==> src/rtl/brk_pkg.sv <==
package brk_pkg;

    localparam int NPH = 4;
    localparam int NBR = 2;
    localparam int IW  = $clog2(NPH);

    typedef enum logic [2:0] {
        BM_MOTOR = 3'd0,
        BM_DISCH = 3'd1,
        BM_DECAY = 3'd2,
        BM_REGEN = 3'd3,
        BM_REST  = 3'd4
    } brk_mode_e;

    typedef struct packed {
        logic           regen;
        logic           rev;
        logic           disc;
        logic           all_on;
        logic           ring_on;
    } brk_ctl_t;

    function automatic brk_ctl_t mode_ctl(brk_mode_e m);
        brk_ctl_t c;
        c = '0;
        case (m)
            BM_MOTOR: c.ring_on = 1'b1;
            BM_DISCH: c.all_on  = 1'b1;
            BM_REGEN: begin
                c.ring_on = 1'b1;
                c.regen   = 1'b1;
                c.rev     = 1'b1;
            end
            BM_REST: begin
                c.rev  = 1'b1;
                c.disc = 1'b1;
            end
            default: c = '0;
        endcase
        return c;
    endfunction

    function automatic logic timed_mode(brk_mode_e m);
        return (m == BM_DISCH) || (m == BM_DECAY);
    endfunction

endpackage

==> src/rtl/brk_step_timer.sv <==
module brk_step_timer #(
    parameter int TW = 16
) (
    input  logic          clk,
    input  logic          rst,
    input  logic          restart,
    input  logic          run,
    input  logic [TW-1:0] limit,
    output logic          expired
);
    logic [TW-1:0] cnt;
    logic [TW:0]   cnt_nx;

    assign cnt_nx  = {1'b0, cnt} + {{TW{1'b0}}, 1'b1};
    assign expired = cnt_nx >= {1'b0, limit};

    always_ff @(posedge clk) begin
        if (rst || restart) begin
            cnt <= '0;
        end else if (run && !expired) begin
            cnt <= cnt_nx[TW-1:0];
        end
    end

    AST_CNT_BOUND: assert property (@(posedge clk) disable iff (rst)
        run |-> (cnt < limit || cnt == '0));

endmodule

==> src/rtl/brk_mode_fsm.sv <==
module brk_mode_fsm
    import brk_pkg::*;
(
    input  logic      clk,
    input  logic      rst,
    input  logic      brake_cmd,
    input  logic      boost_all,
    input  logic      cur_all_zero,
    input  logic      standstill,
    input  logic      expired,
    output brk_mode_e state,
    output logic      restart
);
    brk_mode_e state_n;

    always_comb begin
        state_n = state;
        case (state)
            BM_MOTOR: if (brake_cmd)                  state_n = BM_DISCH;
            BM_DISCH: if (boost_all || expired)       state_n = BM_DECAY;
            BM_DECAY: if (boost_all && (cur_all_zero || expired))
                                                      state_n = BM_REGEN;
            BM_REGEN: if (standstill)                 state_n = BM_REST;
            BM_REST:                                  state_n = BM_REST;
            default:                                  state_n = BM_MOTOR;
        endcase
    end

    assign restart = (state_n != state);

    always_ff @(posedge clk) begin
        if (rst) state <= BM_MOTOR;
        else     state <= state_n;
    end

    AST_REGEN_AFTER_BOOST: assert property (@(posedge clk) disable iff (rst)
        (state == BM_DECAY && !boost_all) |=> state != BM_REGEN);

    AST_REST_STICKY: assert property (@(posedge clk) disable iff (rst)
        state == BM_REST |=> state == BM_REST);

    AST_ORDERED_ENTRY: assert property (@(posedge clk) disable iff (rst)
        (state == BM_MOTOR) |=> (state == BM_MOTOR || state == BM_DISCH));

endmodule

==> src/rtl/brk_phase_ring.sv <==
module brk_phase_ring
    import brk_pkg::*;
(
    input  logic          clk,
    input  logic          rst,
    input  logic          advance,
    input  logic          reverse,
    output logic [IW-1:0] idx
);
    always_ff @(posedge clk) begin
        if (rst) begin
            idx <= '0;
        end else if (advance) begin
            idx <= reverse ? IW'(idx - 1'b1) : IW'(idx + 1'b1);
        end
    end

    AST_FWD_STEP: assert property (@(posedge clk) disable iff (rst)
        (advance && !reverse) |=> idx == IW'($past(idx) + 1'b1));

    AST_REV_STEP: assert property (@(posedge clk) disable iff (rst)
        (advance && reverse) |=> idx == IW'($past(idx) - 1'b1));

    AST_HOLD: assert property (@(posedge clk) disable iff (rst)
        !advance |=> $stable(idx));

endmodule

==> src/rtl/brake_supervisor.sv <==
module brake_supervisor
    import brk_pkg::*;
#(
    parameter int TW = 16
) (
    input  logic          clk,
    input  logic          rst,
    input  logic          brake_cmd,
    input  logic          step,
    input  logic [3:0]    cur_zero,
    input  logic [1:0]    boost_ok,
    input  logic          standstill,
    input  logic [TW-1:0] dis_limit,
    input  logic [TW-1:0] dec_limit,
    output logic [2:0]    mode,
    output logic          regen_en,
    output logic          order_rev,
    output logic [3:0]    phase_en,
    output logic          supply_off
);
    brk_mode_e     state;
    brk_ctl_t      ctl;
    logic          restart;
    logic          expired;
    logic [IW-1:0] idx;
    logic [NPH-1:0] ring_hot;
    logic [TW-1:0] cur_limit;

    brk_mode_fsm u_fsm (
        .clk          (clk),
        .rst          (rst),
        .brake_cmd    (brake_cmd),
        .boost_all    (&boost_ok),
        .cur_all_zero (&cur_zero),
        .standstill   (standstill),
        .expired      (expired),
        .state        (state),
        .restart      (restart)
    );

    assign cur_limit = (state == BM_DECAY) ? dec_limit : dis_limit;

    brk_step_timer #(.TW(TW)) u_tmr (
        .clk     (clk),
        .rst     (rst),
        .restart (restart),
        .run     (timed_mode(state)),
        .limit   (cur_limit),
        .expired (expired)
    );

    assign ctl = mode_ctl(state);

    brk_phase_ring u_ring (
        .clk     (clk),
        .rst     (rst),
        .advance (step && ctl.ring_on),
        .reverse (ctl.rev),
        .idx     (idx)
    );

    generate
        for (genvar p = 0; p < NPH; p++) begin : g_hot
            assign ring_hot[p] = (idx == IW'(p));
        end
    endgenerate

    always_comb begin
        if (ctl.all_on)       phase_en = '1;
        else if (ctl.ring_on) phase_en = ring_hot;
        else                  phase_en = '0;
    end

    assign mode       = state;
    assign regen_en   = ctl.regen;
    assign order_rev  = ctl.rev;
    assign supply_off = ctl.disc;

    AST_PAIR_EXCL: assert property (@(posedge clk) disable iff (rst)
        (mode == 3'd0 || mode == 3'd3) |->
            !(phase_en[0] && phase_en[2]) && !(phase_en[1] && phase_en[3]));

    AST_REGEN_ENTRY: assert property (@(posedge clk) disable iff (rst)
        $rose(regen_en) |-> $past(mode) == 3'd2);

    AST_MOTOR_NO_REGEN: assert property (@(posedge clk) disable iff (rst)
        mode == 3'd0 |-> !regen_en && !order_rev);

    AST_DECAY_DARK: assert property (@(posedge clk) disable iff (rst)
        (mode == 3'd2 || mode == 3'd4) |-> phase_en == 4'b0000);

endmodule

==> config.mk <==
export PLATFORM = sky130hd
export DESIGN_NAME = brake_supervisor
export DESIGN_NICKNAME = d
export VERILOG_FILES = /design/src/rtl/brk_pkg.sv /design/src/rtl/brk_step_timer.sv /design/src/rtl/brk_mode_fsm.sv /design/src/rtl/brk_phase_ring.sv /design/src/rtl/brake_supervisor.sv
export SDC_FILE = /design/constraint.sdc
export NUM_CORES = 1
export LEC_CHECK = 0
export CAP_MARGIN = 20
export CORE_ASPECT_RATIO = 0.5
export CORE_MARGIN = 8
export CORE_UTILIZATION = 32
export DETAILED_ROUTE_END_ITERATION = 8
export PLACE_DENSITY = 0.59
export REMOVE_ABC_BUFFERS = 1
export SYNTH_ARGS = -nofsm -noshare
export SYNTH_HDL_FRONTEND = slang
export SYNTH_SLANG_ARGS = --single-unit
==> constraint.sdc <==
create_clock -name clk -period 4.5 [get_ports clk]
set_input_delay 0.675 -clock clk [delete_from_list [all_inputs] [get_ports clk]]
set_output_delay 0.675 -clock clk [all_outputs]
set_load 0.02 [all_outputs]
==> results_dict.tcl <==
set metrics [dict create \
    grt_remaining_overflow 0 \
    floorplan.die.height_um 75.3 \
    clkLatencyLatePin_ns 0.26 \
    first_pass_grt_wire_length_um 10000 \
    ys_async_sr_fraction 0 \
    period_needed_ns 3.84 \
    grt.met3_usage 0.0233 \
    rsz0062_at_grt "false" \
    detail_route.drc_violations 0 \
    final.setup_skew_ns 0.00254 \
    worst_ep_arrival_time_ns 4.02 \
    gr-max-usage-layer "met2" \
    routed_wirelength_um 5950 \
    worst_pin_slew_ns 0.751 \
    design.core.area_sq_mm 0.00675 \
    die_width_um 135 \
    pin_count 53 \
    worstReg2RegEnd "u_tmr.cnt[8]" \
    ys_types 56 \
    1st_pass_router_iterations 4 \
    part_of_the_yosys_area_used_for_sequential_elements 0.187 \
    synthFlopType "sky130_fd_sc_hd__dfxtp_1" \
    synth_cells 253 \
    number_of_enable_flip_flop_cells_after_synthesis 0 \
    cts-buffers-inserted 3 \
    ys_warn_count 0 \
    drive_above_1_share 0.143 \
    cts-hold-fix-buffers 0 \
    end_kind "flop" \
    netlist_area_before_placement_sq_mm 0.00225 \
    gr-usage-met1 0.149 \
    nets 365 \
    critical_path_peak_fanout 19 \
    total_power_consumption_of_the_routed_design_mw 0.548 \
    timing.max_cap.violations 0 \
    final-setup-viol-count 0 \
    finalHoldViolations 0 \
    synthesis_stage_register_bit_count 21 \
    gp_congestion 0.823 \
    stdcell_count 392 \
    tritoncts "done" \
    avgViaCountPerCell 5.22 \
    post_cts.resized_instances 0 \
    fin_crit_share 0.854 \
    path_clk_slew_ns 0.06 \
    peak_vdd_ir_mv 0.138 \
    routed_wire_length_per_instance_um 15.2 \
    fillerInstances 656 \
    critPathKind "reg -> reg" \
    postSynthAreaPerCell_sq_um 8.88 \
    antenna_violating_nets_post_route 0 \
    r2r-start "u_tmr.cnt[0]" \
    whs_path_depth 2 \
    dp.cells 388 \
    clock-root-buffer "sky130_fd_sc_hd__clkbuf_16" \
    holdCritPathClass "reg -> reg" \
    cts_sinks 21 \
    crit_required_ns 4.68 \
    setup_total_negative_slack_ns 0 \
    worst_min_path_start "u_ring.idx[0]" \
    cts-root-to-sink-buffers 2 \
    layout-area-overhead-vs-synth_pct 28.6 \
    grtUsageMet2 0.207 \
    std_cell_rows 21 \
    clock.fmax_mhz 260 \
    post-dp-hpwl_um 4580 \
    total_leakage_power_nw 1.06 \
    initial_core_util 0.333 \
    grt_max_degree 32 \
    groute.usage.overall 0.119 \
    routed-via-count 2045 \
    detail_route.iter0.violations 127 \
    power.density_cell_area_mw_per_mm2 190 \
    rr_worst_depth 12 \
    antenna_found_initial 0 \
    worst_setup_path_start_kind "flop" \
    antenna-diode-count 0 \
    maxSlewHeadroom 0.499 \
    rrSetupSlack_ns 0.66 \
    first_global_vias 2166 \
    cts_setup_buffers 0 \
    status "finished, final reports clean" \
    i_o_buffers 52 \
    design.die.area_sq_mm 0.0101 \
    hold_end "u_ring.idx[0]" \
    htreeDepth 1 \
    timing_max_transition_violations_final 0 \
]
## synthesized netlist by cell type (all sizes together), types with 9 or more instances
master,number,area share
nand2,22,0.038
nor2,9,0.016
a21oi,14,0.031
ha,21,0.12
nand3,12,0.031
mux2i,15,0.067
buf,10,0.040
o21ai,18,0.043
or3,9,0.027
dfxtp,21,0.19
or4,9,0.032
a211oi,18,0.099
## layout make-up
class / count / area [sq um] / area share
sequential: 21 / 420 / 0.146
clock buffer: 4 / 78.8 / 0.0273
multi-input combinational: 213 / 1710 / 0.590
inverter: 7 / 26.3 / 0.00909
timing repair buffer: 55 / 543 / 0.188
tap: 92 / 115 / 0.0398
## logic make-up after synthesis
family / after synthesis / share of synthesized area
adders and majority gates: 21 / 0.117
muxes: 16 / 0.0718
buffers and inverters: 19 / 0.0551
xor gates and xnor gates: 14 / 0.0546
DFF: 21 / 0.187
AOI/OAI and AO/OA: 72 / 0.267
and+or+nand+nor: 90 / 0.247
## registers in the layout (all words and copies together), names as in the netlist
register / flops
u_tmr.cnt: 16
u_fsm.state: 3
u_ring.idx: 2
## critical path, cell delays in order, from the launching register on
cell                       delay (ns)
sky130_fd_sc_hd__dfxtp_1         0.39
sky130_fd_sc_hd__ha_1            0.25
sky130_fd_sc_hd__nand3_2         0.18
sky130_fd_sc_hd__or3_4           0.45
sky130_fd_sc_hd__nor2_2          0.15
sky130_fd_sc_hd__xor2_1          0.18
sky130_fd_sc_hd__ha_1            0.27
sky130_fd_sc_hd__a21oi_1         0.22
sky130_fd_sc_hd__o21ai_2         0.11
sky130_fd_sc_hd__a22oi_4         0.35
sky130_fd_sc_hd__nand2_1         0.42
sky130_fd_sc_hd__or4_1           0.54
sky130_fd_sc_hd__a211oi_2        0.23
## power breakdown
part           total [mW]  internal, mW  switching, mW
registers           0.201         0.191        0.00937
logic               0.154        0.0793         0.0750
clock network       0.194         0.121         0.0726
total               0.548         0.392          0.157
## placed cells by master (no fill, tap or decap), drive strengths merged, types with 9 or more instances in the layout
cell type and instances:
ha 21, nand3 12, nand2 22, a211oi 18
nor2 9, or3 9, clkdlybuf4s50 52, dfxtp 21
a21oi 14, mux2i 15, o21ai 18, or4 9
## metrics by stage
step / cell area, sq um / hold WS (ns) / utilization / worst slack, ns
6_report: 2890 / 0.544 / 0.428 / 0.658
5_1_grt: 2890 / 0.586 / 0.428 / 0.357
4_1_cts: 2890 / 0.544 / 0.428 / 0.670
3_5_place_dp: 2810 / 0.530 / 0.416 / 0.695
3_3_place_gp: 2810 / 0.515 / 0.416 / 0.778
2_1_floorplan: 2150 / 0.486 / - / 0.210
## per-layer routing
metal,share of wire,routed length (um)
met3,0.032,190
met4,0.010,61
met5,0,0
met1,0.49,2910
met2,0.47,2780
## how the worst max path moves through the flow
stage / startpoint / endpoint / slack [ns] / cells after the start
6_report: u_tmr.cnt[0] / u_tmr.cnt[8] / 0.66 / 12
5_1_grt: u_tmr.cnt[0] / u_tmr.cnt[9] / 0.36 / 12
4_1_cts: u_tmr.cnt[0] / u_tmr.cnt[8] / 0.67 / 12
3_5_place_dp: u_tmr.cnt[0] / u_tmr.cnt[14] / 0.70 / 11
3_3_place_gp: u_tmr.cnt[0] / u_tmr.cnt[14] / 0.78 / 11
2_1_floorplan: u_fsm.state[1] / u_tmr.cnt[14] / 0.21 / 9
Power figures use the tool's default switching activity.
